<file path="config.mk">
export PLATFORM = sky130hd
export DESIGN_NAME = tick_timer
export DESIGN_NICKNAME = d
export VERILOG_FILES = /design/src/rtl/tick_timer_pkg.sv /design/src/rtl/tick_timer_down_cnt.sv /design/src/rtl/tick_timer_status.sv /design/src/rtl/tick_timer.sv
export SDC_FILE = /design/constraint.sdc
export NUM_CORES = 1
export LEC_CHECK = 0
export BUFFER_PORTS_ARGS = -buffer_cell sky130_fd_sc_hd__buf_4
export CORE_UTILIZATION = 45
export CTS_CLUSTER_DIAMETER = 100
export DETAILED_ROUTE_END_ITERATION = 16
export GPL_TIMING_DRIVEN = 0
export PLACE_DENSITY = 0.71
export SYNTH_ARGS = -nofsm -noshare
export SYNTH_HDL_FRONTEND = slang
export SYNTH_SLANG_ARGS = --single-unit
</file>
<file path="constraint.sdc">
create_clock -name clk -period 4.8 [get_ports clk]
set_clock_uncertainty 0.2 [all_clocks]
set_input_delay 0.96 -clock clk [delete_from_list [all_inputs] [get_ports clk]]
set_output_delay 0.96 -clock clk [all_outputs]
set_load 0.05 [all_outputs]
</file>
<file path="src/rtl/tick_timer_pkg.sv">
package tick_timer_pkg;

   typedef enum logic [1:0] {
      REG_CTRL    = 2'd0,
      REG_RELOAD  = 2'd1,
      REG_CURRENT = 2'd2,
      REG_CALIB   = 2'd3
   } reg_sel_e;

   localparam int unsigned BIT_RUN   = 0;
   localparam int unsigned BIT_IE    = 1;
   localparam int unsigned BIT_SRC   = 2;
   localparam int unsigned BIT_FLAG  = 16;
   localparam int unsigned BIT_SKEW  = 30;
   localparam int unsigned BIT_NOREF = 31;
   localparam int unsigned TENMS_W   = 24;

endpackage

</file>
<file path="src/rtl/tick_timer_down_cnt.sv">
module tick_timer_down_cnt #(
   parameter int unsigned W = 24
) (
   input  logic         clk,
   input  logic         rst_n,
   input  logic         tick,
   input  logic         clear,
   input  logic [W-1:0] reload,
   output logic [W-1:0] cnt,
   output logic         hit
);

   localparam logic [W-1:0] ONE = W'(1);

   assign hit = tick & ~clear & (cnt == ONE);

   always_ff @(posedge clk) begin
      if (!rst_n)            cnt <= '0;
      else if (clear)        cnt <= '0;
      else if (tick) begin
         if (cnt == '0)      cnt <= reload;
         else                cnt <= cnt - ONE;
      end
   end

   // a tick at zero loads the reload value
   p_reload_at_zero_r2: assert property (@(posedge clk) disable iff (!rst_n)
      (tick && !clear && cnt == '0) |=> cnt == $past(reload));

   // no tick and no clear leaves the count unchanged
   p_hold_idle_r7: assert property (@(posedge clk) disable iff (!rst_n)
      (!tick && !clear) |=> $stable(cnt));

   // a clear lands on zero
   p_clear_zero_r5: assert property (@(posedge clk) disable iff (!rst_n)
      clear |=> cnt == '0);

   // an event is always followed by a zero count
   p_hit_lands_zero_r3: assert property (@(posedge clk) disable iff (!rst_n)
      hit |=> cnt == '0);

endmodule

</file>
<file path="src/rtl/tick_timer_status.sv">
module tick_timer_status (
   input  logic clk,
   input  logic rst_n,
   input  logic hit,
   input  logic irq_en,
   input  logic rd_clr,
   input  logic wr_clr,
   output logic flag,
   output logic irq
);

   always_ff @(posedge clk) begin
      if (!rst_n) begin
         flag <= 1'b0;
         irq  <= 1'b0;
      end else begin
         if (hit)                  flag <= 1'b1;
         else if (rd_clr | wr_clr) flag <= 1'b0;
         irq <= hit & irq_en;
      end
   end

   // the request never lasts two cycles
   p_irq_one_cycle_r6: assert property (@(posedge clk) disable iff (!rst_n)
      irq |=> !irq);

   // a request is always accompanied by the flag
   p_irq_with_flag_r6: assert property (@(posedge clk) disable iff (!rst_n)
      irq |-> flag);

   // a status read without a new event clears the flag
   p_read_clears_r4: assert property (@(posedge clk) disable iff (!rst_n)
      (rd_clr && !hit) |=> !flag);

endmodule

</file>
<file path="src/rtl/tick_timer.sv">
module tick_timer
   import tick_timer_pkg::*;
#(
   parameter int unsigned       CNT_W     = 24,
   parameter logic [TENMS_W-1:0] CAL_TENMS = 24'd0,
   parameter bit                CAL_SKEW  = 1'b0,
   parameter bit                CAL_NOREF = 1'b0
) (
   input  logic        clk,
   input  logic        rst_n,
   input  logic        ref_tick,
   input  logic [1:0]  bus_addr,
   input  logic        bus_wr,
   input  logic        bus_rd,
   input  logic [31:0] bus_wdata,
   output logic [31:0] bus_rdata,
   output logic        irq
);

   localparam logic [31:0] CALIB_WORD = {CAL_NOREF, CAL_SKEW, 6'b0, CAL_TENMS};

   generate
      if (CNT_W < 2 || CNT_W > 24) begin : g_bad_width
         $error("tick_timer: CNT_W must lie in 2..24");
      end
   endgenerate

   reg_sel_e sel;
   assign sel = reg_sel_e'(bus_addr);

   logic wr_ctrl, wr_reload, wr_current, rd_ctrl;
   assign wr_ctrl    = bus_wr & (sel == REG_CTRL);
   assign wr_reload  = bus_wr & (sel == REG_RELOAD);
   assign wr_current = bus_wr & (sel == REG_CURRENT);
   assign rd_ctrl    = bus_rd & (sel == REG_CTRL);

   logic             run_q, ie_q, src_q;
   logic [CNT_W-1:0] reload_q;

   always_ff @(posedge clk) begin
      if (!rst_n) begin
         run_q    <= 1'b0;
         ie_q     <= 1'b0;
         reload_q <= '0;
      end else begin
         if (wr_ctrl) begin
            run_q <= bus_wdata[BIT_RUN];
            ie_q  <= bus_wdata[BIT_IE];
         end
         if (wr_reload) reload_q <= bus_wdata[CNT_W-1:0];
      end
   end

   generate
      if (CAL_NOREF) begin : g_src_fixed
         assign src_q = 1'b1;
      end else begin : g_src_reg
         always_ff @(posedge clk) begin
            if (!rst_n)       src_q <= 1'b0;
            else if (wr_ctrl) src_q <= bus_wdata[BIT_SRC];
         end
      end
   endgenerate

   logic tick;
   assign tick = run_q & (src_q | ref_tick);

   logic [CNT_W-1:0] cnt;
   logic             hit, flag;

   tick_timer_down_cnt #(.W(CNT_W)) u_cnt (
      .clk    (clk),
      .rst_n  (rst_n),
      .tick   (tick),
      .clear  (wr_current),
      .reload (reload_q),
      .cnt    (cnt),
      .hit    (hit)
   );

   tick_timer_status u_stat (
      .clk    (clk),
      .rst_n  (rst_n),
      .hit    (hit),
      .irq_en (ie_q),
      .rd_clr (rd_ctrl),
      .wr_clr (wr_current),
      .flag   (flag),
      .irq    (irq)
   );

   always_comb begin
      bus_rdata = '0;
      if (bus_rd) begin
         unique case (sel)
            REG_CTRL: begin
               bus_rdata[BIT_RUN]  = run_q;
               bus_rdata[BIT_IE]   = ie_q;
               bus_rdata[BIT_SRC]  = src_q;
               bus_rdata[BIT_FLAG] = flag;
            end
            REG_RELOAD:  bus_rdata = 32'(reload_q);
            REG_CURRENT: bus_rdata = 32'(cnt);
            REG_CALIB:   bus_rdata = CALIB_WORD;
            default:     bus_rdata = '0;
         endcase
      end
   end

   logic unused_wdata_hi;
   assign unused_wdata_hi = ^bus_wdata[31:CNT_W];

endmodule

</file>
==> summary.md <==
| Metric | Value |
|---|---|
| Initial antenna violation count | `0` |
| Number of global-route vias before repair | `about 3000` |
| Critical path class | `input port to primary output` |
| Slew headroom | `just under 50%` |
| Status | `completed` |
| # hold bufs at CTS | `0` |
| FMAX | `264.4 MHz` |
| CP Launch Type | `input port` |
| Setup TNS | `0 ps` |
| Synth Instances | `415` |
| Max-Cap Viols | `0` |
| Largest net degree at the start of global routing | `16` |
| Final wirelength | `9.067 mm` |
| Final hold vios | `0` |
| DRC errors left | `0` |
| Yosys warnings | `0` |
| Worst-margin pin slew | `759.6 ps` |
| Via-to-Cell Ratio | `a little under 6` |
| Share of layout cells above drive strength 1 | `approximately 16%` |
| Crit-path slowest cell | `clkbuf_1` |
| Top post-synthesis cells by area | `dfxtp_1, nand2_1, a21boi_0` |
| Yosys top cell area share | `34.02%` |
| Power density over the cells | `approximately 280 nW/um2` |
| Period utilization | `between 70% and 80%` |
| First-iteration detailed-routing DRC count | `~340` |
| Setup Fix Bufs, Post-CTS | `0` |
| Adder-Cell Fraction of Synth Area | `2.808%` |
| First-pass GRT wire length | `~15 mm` |
| Min Clock Period, post-route | `3782 ps` |
| Largest family of logic cells by synthesized area | `simple AND/OR/NAND/NOR gates` |
| # fillers | `651` |
| Leak | `approximately 1.5 nW` |
| Root Driver | `clkbuf_8` |
| CTS max path bufs | `2` |
| CP arrival | `about 2600 ps` |
| Crit-path max FO | `10` |
| GRT Resource Usage Total | `25.78%` |
| Ys flop type | `dfxtp_1` |
| Initial Utilization | `a little under half` |
| Max H-tree Level | `2` |
| Post-synthesis xor/xnor area fraction | `0%` |
| Critical Path RT | `between 3000 and 4000 ps` |
| Die X | `~85 um` |
| Reg area | `approximately 1100 um2` |
| Post-cts sizing count | `0` |
| Mapped Avg Cell Area | `approximately 7.5 um2` |
| Rows | `29` |
| Unrepaired setup endpoints after global routing | `no` |
| Most frequent cell after synthesis | `nand2_1` |
| Count of input and output buffers | `55` |
| Final Max Tran Viols | `0` |
| Vias | `3253` |
| DIE AREA | `~7300 um2` |
| Crit path capture type | `primary output` |
| Cell breakdown of the critical path | `buf_4 > inv_1 > ha_1 > clkbuf_1 > clkbuf_1 > a22oi_1 > nor2_1 > buf_4` |
| Synth Area in Compound Gates | `25.91%` |
| Hold Path Class | `flip-flop to flip-flop` |
| Critical path buffers and inverters | `5` |
| Worst Hold Slack | `between 200 and 300 ps` |
| Core area | `6531 um2` |
| CP peak stage delay | `roughly 450 ps` |
| DRT antenna net count | `0` |
| Area delta synth->final | `20.90%` |
| Io pins | `72` |
| Simple-Gate Fraction of Synth Area | `between 20% and 30%` |
| Sequential cell area fraction in the yosys report | `34.02%` |
| Clk slew on worst S/H paths | `approximately 90 ps` |
| DIE HEIGHT | `approximately 85 um` |
| Grt ovf | `0` |
| Peak VDD IR | `roughly 0.00015 V` |
| Crit-path leading delay family | `buffers and inverters` |
| Final Core Density | `approximately 58%` |
| Final Wtd Congestion | `between 0.8 and 0.9` |
| Yosys cell types | `42` |
| FF+latch count, synth | `53` |
| First-pass DRT Iterations | `5` |
| Post-DP HPWL | `around 6.5 mm` |
| Net count, final | `530` |
| Cts bufs inserted | `5` |
| Area used by multi-input combinational logic | `roughly 1900 um2` |
| Diodes inserted | `0` |
| Multiplexer area fraction after synthesis | `3.049%` |
| Drt wl/cell | `~16 um` |
| CTS tree | `yes` |
| Synth Cell Area | `between 3000 and 4000 um2` |
| Async S/R FF share, synth | `0%` |
| Final Setup Violations | `0` |
| Clk_lat worst skew | `320 ps` |
| CTS sink count | `53` |
| Synth cell count leaders | `nand2_1, dfxtp_1, nor2_1` |
| Top cell type by total area after synthesis | `dfxtp_1` |
| Number of flops mapped to enable cells by yosys | `0` |
-- area by class of cell --
type                       count  share of cell area [%]
inverter                       8                  0.7963
tap                           77                   2.555
buffer                        37                   4.645
sequential                    53                   28.14
multi-input combinational    324                   49.83
clock inverter                 1                  0.7963
clock buffer                   7                   2.289
timing repair buffer          55                   10.95
-- logic make-up after synthesis --
family | Yosys count
and+or+nand+nor | 182
DFF | 53
AOI/OAI and AO/OA | 118
buffers and inverters | 45
adders and majority gates | 7
muxes | 9
other | 1
-- report_power, final --
part           switching, mW  internal [mW]  total (mW)
logic                  0.168         0.0990       0.267
registers             0.0126          0.450       0.463
clock network          0.155          0.170       0.326
total                  0.336          0.720        1.06
-- layer usage --
layer  routed length, um  track usage, %
met1                4093           35.08
met2                4296           42.30
met3                 564           3.794
met4                 113           8.030
met5                   0               0
-- cells in the final DEF, fill, tap and decap left out, drive strengths merged, types with 2 or more instances in the layout --
cell     instances
conb             8
nor4             8
inv              8
a21oi           13
a22oi           25
a211oi           5
o21a             2
and2             8
o21ai           14
or3              6
nor2            37
clkbuf          31
mux2i            8
dfxtp           53
buf             68
o22ai           12
nor3            16
a21boi          28
nand4            4
ha               7
o31ai            3
a31oi            6
o2bb2ai          4
nand2           83
nand3           13
nand2b           2
-- state kept, by name (all words and copies together), names as in the netlist --
signal and count:
u_stat.flag 1, u_stat.irq 1, reload_q 24, u_cnt.cnt 24, run_q 1, ie_q 1, src_q 1
-- worst min-delay path, stage by stage (launching register included) --
cell,delay [ps]
dfxtp_1,340
nand2_1,60
nor2_1,30
-- through the flow --
step | cells | total power, mW | area (um2) | setup slack, ps
2_1_floorplan | 422 | 0.6555 | 3146 | 1178
3_3_place_gp | 554 | 0.7299 | 3655 | 1057
3_5_place_dp | 554 | 0.7345 | 3655 | 1032
4_1_cts | 562 | 1.051 | 3771 | 1023
5_1_grt | 562 | 1.101 | 3771 | 838.3
6_report | 562 | 1.055 | 3771 | 1018
-- worst paths after layout --
kind	cells after the start	slack (ps)	end	from
min	2	270	u_stat.irq$_SDFF_PN0_	ie_q$_SDFFE_PN0P_
max	8	1020	bus_rdata[12]	bus_addr[1]
max reg2reg	7	2180	u_cnt.cnt[16]$_SDFFE_PP0P_	u_cnt.cnt[0]$_SDFFE_PP0P_
min reg2reg	2	270	u_stat.irq$_SDFF_PN0_	ie_q$_SDFFE_PN0P_
No activity file was read; power rests on OpenSTA's default activity.
